File: config.mk
export PLATFORM = sky130hd
export DESIGN_NAME = gpio_irq_bank
export DESIGN_NICKNAME = d
export VERILOG_FILES = /design/src/rtl/gpio_bank_pkg.sv /design/src/rtl/gpio_rst_sync.sv /design/src/rtl/gpio_sync.sv /design/src/rtl/gpio_blink_timer.sv /design/src/rtl/gpio_irq_cause.sv /design/src/rtl/gpio_irq_bank.sv
export SDC_FILE = /design/constraint.sdc
export NUM_CORES = 1
export LEC_CHECK = 0
export ABC_AREA = 1
export BUFFER_PORTS_ARGS = -buffer_cell sky130_fd_sc_hd__buf_2
export CAP_MARGIN = 15
export CORE_UTILIZATION = 35
export DETAILED_ROUTE_END_ITERATION = 16
export PLACE_DENSITY = 0.6
export SLEW_MARGIN = 30
export SYNTH_ARGS = -nofsm -noshare
export SYNTH_HDL_FRONTEND = slang
export SYNTH_HIERARCHICAL = 1
export SYNTH_SLANG_ARGS = --single-unit
File: constraint.sdc
create_clock -name clk -period 14.05 [get_ports clk]
set_input_delay 2.81 -clock clk [delete_from_list [all_inputs] [get_ports clk]]
set_output_delay 2.81 -clock clk [all_outputs]
set_load 0.005 [all_outputs]
File: src/rtl/gpio_bank_pkg.sv
package gpio_bank_pkg;
  typedef enum logic [2:0] {
    SEL_DIR    = 3'd0,
    SEL_LATCH  = 3'd1,
    SEL_INV    = 3'd2,
    SEL_BLINK  = 3'd3,
    SEL_DIN    = 3'd4,
    SEL_ECAUSE = 3'd5,
    SEL_EMASK  = 3'd6,
    SEL_LMASK  = 3'd7
  } reg_sel_e;
endpackage

File: src/rtl/gpio_rst_sync.sv
module gpio_rst_sync (
  input  logic clk,
  input  logic rst_n,
  output logic srst_n
);
  logic stage_q;
  always_ff @(posedge clk or negedge rst_n) begin
    if (!rst_n) begin
      stage_q <= 1'b0;
      srst_n  <= 1'b0;
    end else begin
      stage_q <= 1'b1;
      srst_n  <= stage_q;
    end
  end
endmodule

File: src/rtl/gpio_sync.sv
module gpio_sync #(
  parameter int W = 32
) (
  input  logic         clk,
  input  logic         rst_n,
  input  logic [W-1:0] async_in,
  output logic [W-1:0] sync_out
);
  logic [W-1:0] meta_q;
  always_ff @(posedge clk or negedge rst_n) begin
    if (!rst_n) begin
      meta_q   <= '0;
      sync_out <= '0;
    end else begin
      meta_q   <= async_in;
      sync_out <= meta_q;
    end
  end


  sync_depth_chk: assert property (@(posedge clk) disable iff (!rst_n)
    sync_out == $past(meta_q));
endmodule

File: src/rtl/gpio_blink_timer.sv
module gpio_blink_timer #(
  parameter int HALF = 5
) (
  input  logic clk,
  input  logic rst_n,
  output logic phase
);
  localparam int CW = (HALF > 1) ? $clog2(HALF) : 1;
  localparam logic [CW-1:0] LAST = CW'(HALF - 1);

  logic [CW-1:0] cnt_q, cnt_n;
  logic          phase_n;
  logic          wrap;

  always_comb begin
    wrap    = (cnt_q == LAST);
    cnt_n   = wrap ? '0 : cnt_q + 1'b1;
    phase_n = wrap ? ~phase : phase;
  end

  always_ff @(posedge clk or negedge rst_n) begin
    if (!rst_n) begin
      cnt_q <= '0;
      phase <= 1'b0;
    end else begin
      cnt_q <= cnt_n;
      phase <= phase_n;
    end
  end


  blink_hold_chk: assert property (@(posedge clk) disable iff (!rst_n)
    (cnt_q != LAST) |=> $stable(phase));

  blink_flip_chk: assert property (@(posedge clk) disable iff (!rst_n)
    (cnt_q == LAST) |=> (phase != $past(phase)));
endmodule

File: src/rtl/gpio_irq_cause.sv
module gpio_irq_cause #(
  parameter int NPINS = 32,
  parameter int GROUP = 8
) (
  input  logic               clk,
  input  logic               rst_n,
  input  logic [NPINS-1:0]   din,
  input  logic [NPINS-1:0]   lvl_mask,
  input  logic [NPINS-1:0]   edge_mask,
  input  logic               clr_en,
  input  logic [NPINS-1:0]   clr_keep,
  output logic [NPINS-1:0]   cause,
  output logic [NPINS/GROUP-1:0] irq_grp
);
  localparam int NGRP = NPINS / GROUP;

  logic [NPINS-1:0] prev_q;
  logic [NPINS-1:0] rise;
  logic [NPINS-1:0] cause_n;
  logic [NPINS-1:0] pin_req;

  always_comb begin
    rise    = din & ~prev_q;
    cause_n = (clr_en ? (cause & clr_keep) : cause) | rise;
    pin_req = (din & lvl_mask) | (cause & edge_mask);
  end

  always_ff @(posedge clk or negedge rst_n) begin
    if (!rst_n) begin
      prev_q <= '0;
      cause  <= '0;
    end else begin
      prev_q <= din;
      cause  <= cause_n;
    end
  end

  for (genvar g = 0; g < NGRP; g++) begin : g_grp
    assign irq_grp[g] = |pin_req[g*GROUP +: GROUP];
  end


  edge_keep_chk: assert property (@(posedge clk) disable iff (!rst_n)
    (|rise) |=> ((cause & $past(rise)) == $past(rise)));

  clear_chk: assert property (@(posedge clk) disable iff (!rst_n)
    clr_en |=> ((cause & $past(~clr_keep & ~rise)) == '0));

  no_spurious_set_chk: assert property (@(posedge clk) disable iff (!rst_n)
    ((cause & ~$past(cause) & ~$past(rise)) == '0));
endmodule

File: src/rtl/gpio_irq_bank.sv
module gpio_irq_bank
  import gpio_bank_pkg::*;
#(
  parameter int NPINS      = 32,
  parameter int GROUP      = 8,
  parameter int BLINK_HALF = 5
) (
  input  logic                   clk,
  input  logic                   rst_n,
  input  logic [NPINS-1:0]       pin_in,
  output logic [NPINS-1:0]       pin_out,
  output logic [NPINS-1:0]       pin_oe,
  input  logic                   reg_wr,
  input  logic [2:0]             reg_sel,
  input  logic [NPINS-1:0]       reg_wdata,
  output logic [NPINS-1:0]       reg_rdata,
  output logic [NPINS/GROUP-1:0] irq_grp
);
  localparam int NGRP = NPINS / GROUP;

  logic                   srst_n;
  logic [NPINS-1:0]       pin_sync;
  logic                   blink_phase;
  logic [NPINS-1:0]       din;
  logic [NPINS-1:0]       cause;
  logic [NGRP-1:0]        grp_req;

  logic [NPINS-1:0] dir_q, latch_q, inv_q, blink_q, emask_q, lmask_q;
  logic [NPINS-1:0] dir_n, latch_n, inv_n, blink_n, emask_n, lmask_n;
  logic             clr_en;
  reg_sel_e         sel;

  gpio_rst_sync i_rst (.clk(clk), .rst_n(rst_n), .srst_n(srst_n));

  gpio_sync #(.W(NPINS)) i_sync (
    .clk(clk), .rst_n(srst_n), .async_in(pin_in), .sync_out(pin_sync));

  gpio_blink_timer #(.HALF(BLINK_HALF)) i_blink (
    .clk(clk), .rst_n(srst_n), .phase(blink_phase));

  assign din = pin_sync ^ inv_q;

  gpio_irq_cause #(.NPINS(NPINS), .GROUP(GROUP)) i_cause (
    .clk(clk), .rst_n(srst_n), .din(din), .lvl_mask(lmask_q),
    .edge_mask(emask_q), .clr_en(clr_en), .clr_keep(reg_wdata),
    .cause(cause), .irq_grp(grp_req));

  assign irq_grp = grp_req;

  always_comb begin
    sel     = reg_sel_e'(reg_sel);
    clr_en  = reg_wr && (sel == SEL_ECAUSE);
    dir_n   = (reg_wr && sel == SEL_DIR)   ? reg_wdata : dir_q;
    latch_n = (reg_wr && sel == SEL_LATCH) ? reg_wdata : latch_q;
    inv_n   = (reg_wr && sel == SEL_INV)   ? reg_wdata : inv_q;
    blink_n = (reg_wr && sel == SEL_BLINK) ? reg_wdata : blink_q;
    emask_n = (reg_wr && sel == SEL_EMASK) ? reg_wdata : emask_q;
    lmask_n = (reg_wr && sel == SEL_LMASK) ? reg_wdata : lmask_q;
  end

  always_ff @(posedge clk or negedge srst_n) begin
    if (!srst_n) begin
      dir_q   <= '0;
      latch_q <= '0;
      inv_q   <= '0;
      blink_q <= '0;
      emask_q <= '0;
      lmask_q <= '0;
    end else begin
      dir_q   <= dir_n;
      latch_q <= latch_n;
      inv_q   <= inv_n;
      blink_q <= blink_n;
      emask_q <= emask_n;
      lmask_q <= lmask_n;
    end
  end

  always_comb begin
    pin_oe = ~dir_q;
    for (int i = 0; i < NPINS; i++) begin
      pin_out[i] = blink_q[i] ? blink_phase : latch_q[i];
    end
  end

  always_comb begin
    unique case (sel)
      SEL_DIR:    reg_rdata = dir_q;
      SEL_LATCH:  reg_rdata = latch_q;
      SEL_INV:    reg_rdata = inv_q;
      SEL_BLINK:  reg_rdata = blink_q;
      SEL_DIN:    reg_rdata = din;
      SEL_ECAUSE: reg_rdata = cause;
      SEL_EMASK:  reg_rdata = emask_q;
      default:    reg_rdata = lmask_q;
    endcase
  end


  cfg_hold_chk: assert property (@(posedge clk) disable iff (!srst_n)
    !reg_wr |=> ($stable(dir_q) && $stable(latch_q) && $stable(inv_q) &&
                 $stable(blink_q) && $stable(emask_q) && $stable(lmask_q)));

  oe_follow_chk: assert property (@(posedge clk) disable iff (!srst_n)
    (reg_wr && sel == SEL_DIR) |=> (pin_oe == ~$past(reg_wdata)));
endmodule

# ---- Word-level counts from Yosys, hierarchy flattened
# Index checks and enable logic that the tools add are counted.
dict set report totals {
  register_bits 326
  input_bits 70
  output_inout_bits 100
  wordCells 80
}
dict set report op_classes {
  add_sub_neg 1
  n_eq_ne 8
  n_mux 35
  n_bitwise 10
  n_reduce_logical 12
}
# cell n
set ops {}
lappend ops {{32-bit case mux with 7 select lines} 1}
lappend ops {{32-bit bitwise AND} 4}
lappend ops {{32-bit inverter} 2}
lappend ops {{32-bit OR} 2}
lappend ops {{1-bit two-way mux} 32}
lappend ops {{32-bit two-way mux} 1}
lappend ops {{8-bit OR reduction} 4}
lappend ops {{32-bit XOR} 1}
lappend ops {{3-bit == test (second input constant)} 5}
lappend ops {{1-bit logical AND} 7}
lappend ops {{3-bit by 2-bit == test with 1-bit output (second input constant)} 2}
lappend ops {{3-bit by 1-bit adder with 3-bit output (second input constant)} 1}
lappend ops {{3-bit by 1-bit == test with 1-bit output (second input constant)} 1}
lappend ops {{3-bit logical NOT} 1}
lappend ops {{3-bit two-way mux} 1}
lappend ops {{1-bit inverter} 1}

# ---- Logic depth before layout (Yosys ltp)
# Gate-level depths: netlist of the first run.
dict set report depth {
  word_depth 4
  ltp_mapped 10
  depth_no_buf 9
}

# ---- Modules after synthesis
# The synthesis of the first run kept the hierarchy.
# module instances cells_each area_each_um2 seq_area_each_um2
set modules_own_cells {}
lappend modules_own_cells {gpio_irq_bank 1 1389 10162.2 4804.6}
lappend modules_own_cells {gpio_irq_cause 1 304 2821.5 1601.5}
lappend modules_own_cells {gpio_sync 1 64 1601.5 1601.5}
lappend modules_own_cells {gpio_blink_timer 1 22 188.9 100.1}
lappend modules_own_cells {gpio_rst_sync 1 3 53.8 50.0}

# ---- Worst setup path before layout of the first run
# OpenSTA, ideal clock, no wires.
dict set report synth_timing {
  kind {input to output}
  startpoint {input reg_sel[1]}
  endpoint {output reg_rdata[0]}
  arrival_ns 3.727
  t_required_ns 11.240
  slack_ns 7.513
  stages 9
  n_path_buf 3
  path_cell_list {buf_4 -> inv_2 -> nor2_4 -> buf_2 -> buf_2 -> nand3_1 -> nand2_1 -> nor2_1 -> nand3_1}
}
dict set report synth_between {
  elab_chain_cells 2
  elab_cells_between_ends 8
  classes_between {eq/ne (6); mux (1); reduce/logical (1)}
}
# item line
set synth_rtl {}
lappend synth_rtl {{from (decl)} gpio_irq_bank.sv:14} ;# input logic [2:0] reg_sel,
lappend synth_rtl {{3-bit == test, or another cell as far along} gpio_irq_bank.sv:87} ;# unique case (sel)
lappend synth_rtl {{32-bit case mux with 7 select lines *} gpio_irq_bank.sv:87}
lappend synth_rtl {{to (decl)} gpio_irq_bank.sv:16} ;# output logic [NPINS-1:0] reg_rdata,
# Every way passes the cells marked *; elsewhere a longest branch is shown, timed or not.

# ---- Worst setup path after layout of the first run
dict set report layout_timing {
  startpoint {input reg_sel[2]}
  endpoint {output reg_rdata[10]}
}
# Same word-level chain as after synthesis.

==> metrics.md, run 1 <==
| Metric | Value |
|---|---|
| Outcome | complete, no violations |
| Post CTS Setup Buffer Count | 0 |
| Family with the most delay on the worst path | buffers and inverters |
| First drt pass iteration count | 7 |
| Number of levels in the clock H-tree | 2 |
| Slew of the pin with the lowest slew margin | 0.9451 ns |
| R2R cell count | 3 |
| Wire length of the first global-routing pass | 67,480 um |
| Net Count, Synth | 1,854 |
| Largest driver fanout on the critical path | 66 |
| Register area share after synthesis | 55.02% |
| Final count of pins violating max slew | 0 |
| Post-cts repair resize count | 0 |
| Total Negative Setup Slacks | 0 ns |
| Wirelength per Cell | 17.08 um |
| # IOs | 170 |
| Floorplan die area | 0.04319 mm2 |
| Count of flip-flops with a built-in enable after synthesis | 0 |
| Syn Std Cell Area | 0.01483 mm2 |
| Std-Cell Core Area | 0.04185 mm2 |
| Number of unique standard cell types used by synthesis | 23 |
| Fraction of final layout cells with drive strength greater than 1 | 18.32% |
| Worst path buffer plus inverter count | 6 |
| Startpoint of the worst-slack reg-to-reg timing path | i_rst/srst_n$_DFF_PN0_ |
| Post-DP HPWL | 27,270 um |
| Share of Yosys cell area claimed by the top area cell type | 55.02% |
| Min-Delay Path Class | flip-flop to async pin |
| Antenna violations before repair | 0 |
| Most frequent cell after synthesis | sky130_fd_sc_hd__nand2_1 |
| Worst Setup Start Kind | primary input |
| Total of hold buffers inserted after clock tree synthesis | 0 |
| # nets final | 1,992 |
| CP Class | primary input to primary output |
| Pwr per Cell Area | 153.3 mW/mm2 |
| Root cell of the clock tree | sky130_fd_sc_hd__clkbuf_16 |
| Setup-failing EPs final | 0 |
| Dominant synthesized flop cell | sky130_fd_sc_hd__dfrtp_1 |
| Clock tree from TritonCTS | done |
| FP Rows | 75 |
| Ys Warns | 6 |
| Initial Utilization | 35.43% |
| Number of CTS-inserted buffers | 38 |
| Final-report hold violation count | 0 |
| Worst voltage drop across the vdd grid | 83.82 uV |
| Relative max-transition margin | 36.99% |
| Cell with the largest stage delay on the worst path | sky130_fd_sc_hd__nor3_4 |
| Required @ worst endpoint | 11.24 ns |
| Clock period minus final worst setup slack | 8.793 ns |
| Fraction of registers with async set/reset | 100.0% |
| Count of routing violations after the opening detailed-route iteration | 836 |
| Unrepaired setup endpoints after global routing | no |
| Terminus of the critical flop-to-flop path | i_sync/sync_out[16]$_DFF_PN0_ |
| Number of flip-flops and latches in the synthesized netlist | 326 |
| Pin count of the biggest net entering global routing | 84 |
| Gr usage total | 20.04% |
| Maximum capacitance violations | 0 |
| Number of vias per cell | 4.917 |
| TritonCTS sink count | 326 |
| Static leakage | 8.968 nW |
| Remaining antenna violation count after routing | 0 |
| Input/output buffers | 169 |
| Critical Path Sink Type | primary output |
| Most common library cells after synthesis | sky130_fd_sc_hd__nand2_1, sky130_fd_sc_hd__dfrtp_1, sky130_fd_sc_hd__inv_1, sky130_fd_sc_hd__o21ai_0, sky130_fd_sc_hd__nand3_1 |
| Setup slack of the worst register-to-register path | 11.80 ns |
| Via count of the routed design | 12,234 |
| Wire length after detailed routing | 42,510 um |
| Instance count of the mapped netlist | 1,782 |
| Area leader, netlist | sky130_fd_sc_hd__dfrtp_1 |
| Worst path cell trace | buf_2 -> buf_4 -> inv_4 -> buf_4 -> nor3_4 -> buf_4 -> nand2_1 -> nand3_1 -> buf_2 |
| Critical Path Most Common Cell | sky130_fd_sc_hd__buf_4 |
| Clock buffer depth | 3 |
| Max Fclk | 0.1137 GHz |
| Worst endpoint data arrival time | 5.98 ns |
| Floorplan die height | 207.8 um |
| Final period util | 62.58% |
| Die boundary width | 207.8 um |
| Maximum clock skew at final layout | 0.01110 ns |
| Number of global-route vias before repair | 12,159 |
| Post-route DRC violation count | 0 |
| Area growth syn-to-layout | 17.93% |
| Synthesized area per cell | 8.321 um2 |
| Overflow left after global routing | 0 |
| Diode insertion count for antenna repair | 0 |
| Biggest area contributors in the synthesized netlist | sky130_fd_sc_hd__dfrtp_1, sky130_fd_sc_hd__nand2_1, sky130_fd_sc_hd__o21ai_0 |
| Routability Congestion | 0.8082 |
| Post-Route Hold Slack | 0.2210 ns |
| Largest stage delay, worst path | 0.69 ns |
| Insertion delay of the later-clocked pin in the worst-skew pair | 0.55 ns |
| Clock slew at reported path FFs | 0.05 ns |
sequential cells by signal, indices dropped and copies added, names as in the netlist:
| name | flops |
|---|---|
| blink_q | 32 |
| dir_q | 32 |
| emask_q | 32 |
| i_cause/cause | 32 |
| i_cause/prev_q | 32 |
| i_sync/meta_q | 32 |
| i_sync/sync_out | 32 |
| inv_q | 32 |
| latch_q | 32 |
| lmask_q | 32 |
| i_blink/cnt_q | 3 |
| i_blink/phase | 1 |
| i_rst/srst_n | 1 |
| i_rst/stage_q | 1 |
worst max-delay path by stage:
| stage | from | slack [ns] | endpoint | depth (start not counted) |
|---|---|---|---|---|
| 3_5_place_dp | reg_sel[2] | 5.30 | reg_rdata[10] | 9 |
| 2_1_floorplan | i_rst/srst_n$_DFF_PN0_ | 4.29 | blink_q[0]$_DFFE_PN0P_ | 0 |
| 4_1_cts | reg_sel[2] | 5.30 | reg_rdata[10] | 9 |
| 6_report | reg_sel[2] | 5.26 | reg_rdata[10] | 9 |
| 3_3_place_gp | reg_sel[2] | 5.33 | reg_rdata[10] | 9 |
| 5_1_grt | reg_sel[2] | 5.10 | reg_rdata[10] | 9 |
cell usage in the layout (no fill, tap or decap):
cell                        count
sky130_fd_sc_hd__buf_6          1
sky130_fd_sc_hd__nor2_4         3
sky130_fd_sc_hd__inv_1        192
sky130_fd_sc_hd__clkbuf_16     39
sky130_fd_sc_hd__dfrtp_4        1
sky130_fd_sc_hd__clkbuf_1       6
sky130_fd_sc_hd__nand3_2        4
sky130_fd_sc_hd__buf_16         2
sky130_fd_sc_hd__dfrtp_2        1
sky130_fd_sc_hd__nor3_4         1
sky130_fd_sc_hd__inv_4          1
sky130_fd_sc_hd__buf_4         18
sky130_fd_sc_hd__nand2_1      559
sky130_fd_sc_hd__nand3_1      161
sky130_fd_sc_hd__inv_2          3
sky130_fd_sc_hd__clkinv_2       7
sky130_fd_sc_hd__o21ai_1       39
sky130_fd_sc_hd__ha_1           2
sky130_fd_sc_hd__dfrtp_1      324
sky130_fd_sc_hd__inv_6          2
sky130_fd_sc_hd__nand4_1       37
sky130_fd_sc_hd__o21ai_0      162
sky130_fd_sc_hd__mux2_2        32
sky130_fd_sc_hd__clkbuf_8       9
sky130_fd_sc_hd__o21ai_2       55
sky130_fd_sc_hd__clkinv_4       1
sky130_fd_sc_hd__buf_2        169
sky130_fd_sc_hd__conb_1         1
sky130_fd_sc_hd__bufinv_16      5
sky130_fd_sc_hd__nand2_2        3
sky130_fd_sc_hd__nor2_1       109
layer usage:
metal	track usage, %	share of wire (%)	routed length, um	vias to the layer above
met1	27.59	45	19310	5870
met5	0	0	0	-
li1	-	-	-	5945
met2	32.06	47	19780	359
met3	3.328	6.0	2540	60
met4	6.718	2.1	880	0
layout make-up:
class / instances / area, um2
timing repair buffer: 190 / 1047
tap: 539 / 674.4
clock inverter: 15 / 211.5
inverter: 196 / 738.2
clock buffer: 54 / 1122
fill: 4150 / 24370
sequential: 326 / 8163
multi-input combinational: 1168 / 5530
logic make-up (layout without fill, tap and decap cells):
logic type / after synthesis / in the layout / synth area share, %
buffers and inverters: 288 / 455 / 7.788
muxes: 32 / 32 / 2.430
and+or+nand+nor: 877 / 877 / 24.54
adders and majority gates: 2 / 2 / 0.1687
AOI/OAI and AO/OA: 256 / 256 / 10.03
other: 1 / 1 / 0.02529
DFF: 326 / 326 / 55.02
through the flow:
stage               setup WS [ns]  utilization (%)  cell area, um2  total power (W)  instances
floorplan                   4.292                -           14830         0.001463       1782
detailed placement          5.300            38.53           16130         0.001653       2418
CTS                         5.297            41.72           17460         0.002709       2487
finish                      5.257            41.78           17490         0.002680       2488
global placement            5.327            38.45           16090         0.001637       2417
global route                5.099            41.78           17490         0.002827       2488
report_power, final:
| group | switching, W | total (W) | leakage [nW] | internal (W) |
|---|---|---|---|---|
| clock | 0.000395 | 0.00104 | 0.664 | 0.000649 |
| sequential | 0.000109 | 0.00119 | 3.90 | 0.00108 |
| combinational | 0.000269 | 0.000447 | 4.40 | 0.000178 |
Power figures use the tool's default switching activity.
==> run 2, diff against run 1 <==
PLACE_DENSITY = 0.62   (was 0.6)
clock period = 7.6 ns   (was 14.05 ns; I/O delays follow)
==> run 2 against run 1 <==
Net effect:
- register-to-register slack lost 5.9 ns
- routed wire length grew 2.9%
- clock skew shrank 0.0026 ns
- critical endpoint unchanged
- via count grew 1.1%
- first-iteration DRC count grew 23%
- count of clock-buffer cells in the layout grew 1
- core utilization shrank 0.17 points
==> metrics.md, run 2 (synthesis results as in run 1) <==
| Metric | Value |
|---|---|
| Total of hold buffers inserted after clock tree synthesis | 0 (unchanged) |
| Unrepaired setup endpoints after global routing | no (unchanged) |
| Worst voltage drop across the vdd grid | 144.1 uV (was 83.82 uV) |
| Overflow left after global routing | 0 (unchanged) |
| Setup slack of the worst register-to-register path | 5.86 ns (was 11.80 ns) |
| Pwr per Cell Area | 280.9 mW/mm2 (was 153.3 mW/mm2) |
| FILL cells | 4,220 (was 4,150) |
| Fraction of final layout cells with drive strength greater than 1 | 18.21% (was 18.32%) |
| Post CTS Setup Buffer Count | 0 (unchanged) |
| Max Fclk | 0.1829 GHz |
| Final count of pins violating max slew | 0 (unchanged) |
| Min-Delay Path Class | flip-flop to async pin (unchanged) |
| Highest-count cells in the layout ignoring fill and taps | sky130_fd_sc_hd__nand2_1, sky130_fd_sc_hd__dfrtp_1, sky130_fd_sc_hd__inv_1, sky130_fd_sc_hd__buf_2, sky130_fd_sc_hd__o21ai_0 (unchanged) |
| Number of levels in the clock H-tree | 2 (unchanged) |
| Clock slew at reported path FFs | 0.05 ns (about the same) |
| Setup-failing EPs final | 0 (unchanged) |
| Initial Utilization | 35.43% (unchanged) |
| Static leakage | 8.942 nW (was 8.968 nW) |
| Wire length of the first global-routing pass | 69,720 um (was 67,480 um) |
| Clock tree from TritonCTS | done (unchanged) |
| Insertion delay of the later-clocked pin in the worst-skew pair | 0.55 ns (about the same) |
| First drt pass iteration count | 5 (was 7) |
| FP Rows | 75 (unchanged) |
| # IOs | 170 (unchanged) |
| Via count of the routed design | 12,371 (was 12,234) |
| Clock period minus final worst setup slack | 5.467 ns |
| Outcome | complete, no violations (unchanged) |
| CP Class | primary input to primary output (unchanged) |
| Post-cts repair resize count | 0 (unchanged) |
| Largest driver fanout on the critical path | 55 (was 66) |
| Wire length after detailed routing | 43,750 um (was 42,510 um) |
| Root cell of the clock tree | sky130_fd_sc_hd__clkbuf_16 (unchanged) |
| Final-report hold violation count | 0 (unchanged) |
| Floorplan die height | 207.8 um (unchanged) |
| Wirelength per Cell | 17.58 um (was 17.08 um) |
| Largest stage delay, worst path | 0.64 ns (was 0.69 ns) |
| Relative max-transition margin | 37.18% (was 36.99%) |
| Input/output buffers | 169 (unchanged) |
| Clock buffer depth | 3 (unchanged) |
| Final period util | 71.94% |
| Slew of the pin with the lowest slew margin | 0.9393 ns (was 0.9451 ns) |
| Number of vias per cell | 4.972 (was 4.917) |
| Maximum clock skew at final layout | 0.008511 ns (was 0.01110 ns) |
| TritonCTS sink count | 326 (unchanged) |
| Maximum capacitance violations | 0 (unchanged) |
| Die boundary width | 207.8 um (unchanged) |
| Cell with the largest stage delay on the worst path | sky130_fd_sc_hd__buf_4 (was sky130_fd_sc_hd__nor3_4) |
| Routability Congestion | 0.8512 (was 0.8082) |
| Post-DP HPWL | 27,550 um (was 27,270 um) |
| Floorplan die area | 0.04319 mm2 (unchanged) |
| Count of routing violations after the opening detailed-route iteration | 1,027 (was 836) |
| Diode insertion count for antenna repair | 0 (unchanged) |
| Worst Setup Start Kind | primary input (unchanged) |
| Worst path cell trace | buf_2 -> inv_4 -> buf_4 -> nor2_4 -> buf_4 -> nand2_1 -> nand2_1 -> nor2_1 -> nand3_1 -> buf_2 (was buf_2 -> buf_4 -> inv_4 -> buf_4 -> nor3_4 -> buf_4 -> nand2_1 -> nand3_1 -> buf_2) |
| Fin area | 0.01741 mm2 (was 0.01749 mm2) |
| # nets final | 1,994 (was 1,992) |
| Cell area after placement | 0.01614 mm2 (was 0.01613 mm2) |
| Total area of multi-input combinational cells | 0.005535 mm2 (was 0.005530 mm2) |
| Antenna violations before repair | 0 (unchanged) |
| Std-Cell Core Area | 0.04185 mm2 (unchanged) |
| Flip-flop and latch area | 0.008162 mm2 (was 0.008163 mm2) |
| Gr usage total | 20.73% (was 20.04%) |
| Area growth syn-to-layout | 17.44% (was 17.93%) |
| Critical Path Sink Type | primary output (unchanged) |
| Pin count of the biggest net entering global routing | 147 (was 84) |
| Number of CTS-inserted buffers | 39 (was 38) |
| Worst endpoint data arrival time | 3.95 ns (was 5.98 ns) |
| Required @ worst endpoint | 6.08 ns (was 11.24 ns) |
| Remaining antenna violation count after routing | 0 (unchanged) |
| Total Negative Setup Slacks | 0 ns (unchanged) |
| Post-route DRC violation count | 0 (unchanged) |
| Number of global-route vias before repair | 12,340 (was 12,159) |
| R2R cell count | 2 (was 3) |
| Most common cell after layout, fill and taps aside | sky130_fd_sc_hd__nand2_1 (unchanged) |
run 2: power by group:
part           switching, W  internal [W]  total (W)  leakage [nW]
logic              0.000500      0.000328   0.000828          4.41
registers          0.000206       0.00200    0.00220          3.90
clock network      0.000746       0.00112    0.00186         0.631
run 2: metal layers:
layer / vias up / global-route usage (%) / part of all wire, %
li1: 5939 / - / -
met1: 5884 / 28.67 / 45
met2: 449 / 32.43 / 45
met3: 99 / 3.328 / 6.5
met4: 0 / 8.378 / 3.2
met5: - / 0 / 0
run 2: area by class of cell:
cell class	instances	area share, %
Tap cell	539	3.873
Sequential cell	326	46.87
Timing Repair Buffer	191	5.964
Clock buffer	55	6.596
Clock inverter	13	0.6754
Multi-Input combinational cell	1168	31.79
Inverter	196	4.239
run 2: through the flow:
stage                     cells  util (%)  total power, W  hold WS [ns]  setup WS (ns)
after CTS                  2488     41.59        0.004941        0.3301          2.046
after global placement     2419     38.52        0.003029        0.3323          2.094
after global routing       2488     41.61        0.005163        0.3482          2.029
after detailed placement   2420     38.57        0.003057        0.3252          2.033
final                      2488     41.61        0.004892        0.3041          2.133
after floorplan            1782         -        0.002703        0.3311          2.269
run 2: worst paths after layout:
check | from | endpoint
max in group asynchronous | i_rst/srst_n$_DFF_PN0_ | latch_q[2]$_DFFE_PN0P_
worst max register to register | i_rst/srst_n$_DFF_PN0_ | latch_q[2]$_DFFE_PN0P_
worst max-delay path | reg_sel[2] | reg_rdata[10]
worst min register to register | i_rst/srst_n$_DFF_PN0_ | i_sync/meta_q[21]$_DFF_PN0_
min in group clk | i_sync/meta_q[23]$_DFF_PN0_ | i_sync/sync_out[23]$_DFF_PN0_
worst min-delay path | i_rst/srst_n$_DFF_PN0_ | i_sync/meta_q[21]$_DFF_PN0_
run 2: critical path, delay by kind of cell:
family                 cells  cell delay [ns]
buffers and inverters      5             1.66
and+or+nand+nor            5             0.63
==> run 3, diff against run 2 <==
ABC_AREA = 0   (was 1)
PLACE_DENSITY = 0.61   (was 0.62)
clock period = 5.5 ns   (was 7.6 ns; I/O delays follow)
==> run 3 against run 2 <==
Net effect:
- global-route usage fell by 1.2 points
- clock skew rose by 0.015 ns
- hold slack better by 0.035 ns
- sequential cell count did not move
- register-to-register slack worse by 2.2 ns
- first-iteration DRC count shrank 46%
- count of clock-buffer cells in the layout stayed put
- critical path type unchanged
- critical endpoint is now reg_rdata[26]
- largest cell class unchanged
==> metrics.md, run 3 <==
| Metric | Value |
|---|---|
| Static leakage | 7.392 nW (was 8.942 nW) |
| Fraction of registers with async set/reset | 100.0% (unchanged) |
| # IOs | 170 (unchanged) |
| Proportion of power drawn by the clock network | 36.1% (was 38.1%) |
| Input/output buffers | 169 (unchanged) |
| Clock period minus final worst setup slack | 4.340 ns |
| Post-route DRC violation count | 0 (unchanged) |
| Number of CTS-inserted buffers | 38 (was 39) |
| Initial Utilization | 35.71% (was 35.43%) |
| Setup slack of the critical path after layout | 1.160 ns (was 2.133 ns) |
| Post-Route Hold Slack | 0.3392 ns (was 0.3041 ns) |
| Wire length after detailed routing | 39,720 um (was 43,750 um) |
| Highest-count cells in the layout ignoring fill and taps | sky130_fd_sc_hd__dfrtp_1, sky130_fd_sc_hd__mux2_2, sky130_fd_sc_hd__buf_2, sky130_fd_sc_hd__o21ai_1, sky130_fd_sc_hd__inv_1 (was sky130_fd_sc_hd__nand2_1, sky130_fd_sc_hd__dfrtp_1, sky130_fd_sc_hd__inv_1, sky130_fd_sc_hd__buf_2, sky130_fd_sc_hd__o21ai_0) |
| Setup slack of the worst register-to-register path | 3.67 ns (was 5.86 ns) |
| FP Rows | 73 (was 75) |
| Clock tree from TritonCTS | done (unchanged) |
| Switching part of the total | 28.26% (was 29.67%) |
| Worst voltage drop across the vdd grid | 243.3 uV (was 144.1 uV) |
| Floorplan die height | 204.0 um (was 207.8 um) |
| Required @ worst endpoint | 4.40 ns (was 6.08 ns) |
| Critical Path Most Common Cell | sky130_fd_sc_hd__buf_2 |
| Clock buffer depth | 3 (unchanged) |
| Post CTS Setup Buffer Count | 0 (unchanged) |
| Min-Delay Path Class | primary input to async pin (was flip-flop to async pin) |
| Relative max-transition margin | 40.69% (was 37.18%) |
| Terminus of the critical flop-to-flop path | i_sync/meta_q[15]$_DFF_PN0_ (was latch_q[2]$_DFFE_PN0P_) |
| Cell with the largest stage delay on the worst path | sky130_fd_sc_hd__buf_4 (unchanged) |
| Net Count, Synth | 1,195 (was 1,854) |
| Worst Setup Start Kind | primary input (unchanged) |
| First drt pass iteration count | 5 (unchanged) |
| Unrepaired setup endpoints after global routing | no (unchanged) |
| Count of routing violations after the opening detailed-route iteration | 557 (was 1,027) |
| Syn Std Cell Area | 0.01428 mm2 (was 0.01483 mm2) |
| FILL cells | 3,756 (was 4,220) |
| Clock slew at reported path FFs | 0.06 ns (was 0.05 ns) |
| Simple-gate area share of the yosys netlist | 3.758% (was 24.54%) |
| Pin count of the biggest net entering global routing | 167 (was 147) |
| Wire length of the first global-routing pass | 61,260 um (was 69,720 um) |
| Worst path cell trace | buf_2 -> buf_4 -> a2bb2oi_1 -> nor2_1 -> o32a_1 -> buf_2 (was buf_2 -> inv_4 -> buf_4 -> nor2_4 -> buf_4 -> nand2_1 -> nand2_1 -> nor2_1 -> nand3_1 -> buf_2) |
| Count of flip-flops with a built-in enable after synthesis | 0 (unchanged) |
| Instance count of the mapped netlist | 1,123 (was 1,782) |
| Largest stage delay, worst path | 0.67 ns (was 0.64 ns) |
| Most common library cells after synthesis | sky130_fd_sc_hd__dfrtp_1, sky130_fd_sc_hd__mux2_2, sky130_fd_sc_hd__o21ai_1, sky130_fd_sc_hd__inv_1, sky130_fd_sc_hd__a22oi_1 (was sky130_fd_sc_hd__nand2_1, sky130_fd_sc_hd__dfrtp_1, sky130_fd_sc_hd__inv_1, sky130_fd_sc_hd__o21ai_0, sky130_fd_sc_hd__nand3_1) |
| Overflow left after global routing | 0 (unchanged) |
| Cell area after placement | 0.01571 mm2 (was 0.01614 mm2) |
| Portion of netlist area occupied by mux cells | 18.17% (was 2.430%) |
| Post-DP HPWL | 25,630 um (was 27,550 um) |
| R2R cell count | 2 (unchanged) |
| Final period util | 78.91% |
| Area leader, netlist | sky130_fd_sc_hd__dfrtp_1 (unchanged) |
| Max Fclk | 0.2304 GHz |
| Maximum capacitance violations | 0 (unchanged) |
| Total of hold buffers inserted after clock tree synthesis | 0 (unchanged) |
| Fin area | 0.01700 mm2 (was 0.01741 mm2) |
| CP Class | primary input to primary output (unchanged) |
| Area growth syn-to-layout | 18.98% (was 17.44%) |
| Dominant combinational cell family by area after synthesis | multiplexers (was simple AND/OR/NAND/NOR gates) |
| Total Negative Setup Slacks | 0 ns (unchanged) |
| Gr usage total | 19.50% (was 20.73%) |
| Std-Cell Core Area | 0.04001 mm2 (was 0.04185 mm2) |
| Worst path buffer plus inverter count | 3 (was 5) |
| Via count of the routed design | 9,665 (was 12,371) |
| Adder-cell share of the synthesized area | 0.1752% (was 0.1688%) |
| Post-cts repair resize count | 0 (unchanged) |
| Number of unique standard cell types used by synthesis | 44 (was 23) |
| Routability Congestion | 0.8115 (was 0.8512) |
| Pwr per Cell Area | 409.3 mW/mm2 (was 280.9 mW/mm2) |
| Floorplan die area | 0.04163 mm2 (was 0.04319 mm2) |
| Most common cell after layout, fill and taps aside | sky130_fd_sc_hd__dfrtp_1 (was sky130_fd_sc_hd__nand2_1) |
| Number of vias per cell | 5.264 (was 4.972) |
| CP Launch Point | reg_sel[1] (was reg_sel[2]) |
| Root cell of the clock tree | sky130_fd_sc_hd__clkbuf_16 (unchanged) |
| Ys Warns | 6 (unchanged) |
| Critical Path Sink Type | primary output (unchanged) |
| Setup-failing EPs final | 0 (unchanged) |
| Startpoint of the worst-slack reg-to-reg timing path | i_rst/srst_n$_DFF_PN0_ (unchanged) |
| Number of levels in the clock H-tree | 2 (unchanged) |
| TritonCTS sink count | 326 (unchanged) |
| Outcome | complete, no violations (unchanged) |
| Maximum clock skew at final layout | 0.02381 ns (was 0.008511 ns) |
| Most frequent cell after synthesis | sky130_fd_sc_hd__dfrtp_1 (was sky130_fd_sc_hd__nand2_1) |
| Internal power contribution | 0.004991 W (was 0.003441 W) |
| Worst endpoint data arrival time | 3.24 ns (was 3.95 ns) |
| Final-report hold violation count | 0 (unchanged) |
| Relative contribution of combinational cells to total power | 18.3% (was 16.9%) |
| Slew of the pin with the lowest slew margin | 0.8896 ns (was 0.9393 ns) |
| Register area share after synthesis | 57.11% (was 55.02%) |
| # nets final | 1,354 (was 1,994) |
| Die boundary width | 204.0 um (was 207.8 um) |
| Final count of pins violating max slew | 0 (unchanged) |
| Total net switching power | 0.001966 W (was 0.001451 W) |
| Number of global-route vias before repair | 10,010 (was 12,340) |
| Worst setup timing slack at the placement stage | 1.186 ns (was 2.033 ns) |
| Area fraction in compound gates after synthesis | 14.56% (was 10.03%) |
| Dominant synthesized flop cell | sky130_fd_sc_hd__dfrtp_1 (unchanged) |
| Remaining antenna violation count after routing | 0 (unchanged) |
| Share of Yosys cell area claimed by the top area cell type | 57.11% (was 55.02%) |
| Fraction of final layout cells with drive strength greater than 1 | 34.43% (was 18.21%) |
| Insertion delay of the later-clocked pin in the worst-skew pair | 0.56 ns (was 0.55 ns) |
| Antenna violations before repair | 1 (was 0) |
| Largest driver fanout on the critical path | 46 (was 55) |
| Wirelength per Cell | 21.64 um (was 17.58 um) |
| Synthesized area per cell | 12.72 um2 (was 8.321 um2) |
| Xor and xnor area share after synthesis | 2.023% (was 0%) |
| Biggest area contributors in the synthesized netlist | sky130_fd_sc_hd__dfrtp_1, sky130_fd_sc_hd__mux2_2, sky130_fd_sc_hd__mux2_1 (was sky130_fd_sc_hd__dfrtp_1, sky130_fd_sc_hd__nand2_1, sky130_fd_sc_hd__o21ai_0) |
| Relative contribution of sequential cells to total power | 45.6% (was 45.0%) |
| Family with the most delay on the worst path | buffers and inverters (unchanged) |
| Number of flip-flops and latches in the synthesized netlist | 326 (unchanged) |
==> run 3: stage by stage <==
stage               instances  power [W]  utilization, %
floorplan                1123   0.003966               -
global placement         1766   0.004456           39.26
detailed placement       1766   0.004491           39.26
CTS                      1834   0.007046           42.41
global route             1836   0.007316           42.48
finish                   1836   0.006957           42.48
==> run 3: cell type report <==
class / count / area (um2) / share of cell area [%]
Antenna cell: 1 / 2.502 / 0.01472
Clock buffer: 55 / 1146 / 6.743
Clock inverter: 13 / 112.6 / 0.6625
Inverter: 67 / 251.5 / 1.480
Multi-Input combinational cell: 658 / 5554 / 32.68
Sequential cell: 326 / 8162 / 48.02
Tap cell: 525 / 656.9 / 3.865
Timing Repair Buffer: 191 / 1111 / 6.537
==> run 3: worst max path at each step <==
stage,end,slack [ns],cells after the start
after floorplan,blink_q[0]$_DFFE_PN0P_,0.17,0
after global placement,reg_rdata[26],1.24,6
after detailed placement,reg_rdata[26],1.19,6
after CTS,reg_rdata[26],1.18,6
after global routing,reg_rdata[30],1.07,7
final,reg_rdata[26],1.16,6
==> run 3: power groups by stage <==
stage	logic, W	registers, W	clock network [W]
2_1_floorplan	0.000846	0.00312	0
3_3_place_gp	0.00126	0.00320	0
3_5_place_dp	0.00128	0.00321	0
4_1_cts	0.00129	0.00317	0.00259
5_1_grt	0.00141	0.00323	0.00268
6_report	0.00127	0.00317	0.00251
==> run 3: kinds of logic (layout without fill, tap and decap cells) <==
logic type      Yosys count  count (layout)
mux                     232             232
other cells               1               2
buf+inv                 139             326
fa+ha+maj                 2               2
xor+xnor                 33              33
flops                   326             326
simple gates            106             106
compound gates          284             284
==> run 3: metal layers <==
| layer | GRT usage [%] | wire length, um | vias to the layer above | part of all wire [%] |
|---|---|---|---|---|
| met4 | 7.862 | 1268 | 0 | 3.2 |
| met2 | 31.58 | 19050 | 253 | 48 |
| met1 | 26.11 | 17610 | 4964 | 44 |
| met3 | 3.029 | 1787 | 69 | 4.5 |
| li1 | - | - | 4379 | - |
| met5 | 0 | 0 | - | 0 |
==> run 3: worst register-to-register path, delay by kind of cell, from the launching register on <==
kind / cells / cell delay [ns]
buffers and inverters: 2 / 0.94
DFF: 1 / 0.94
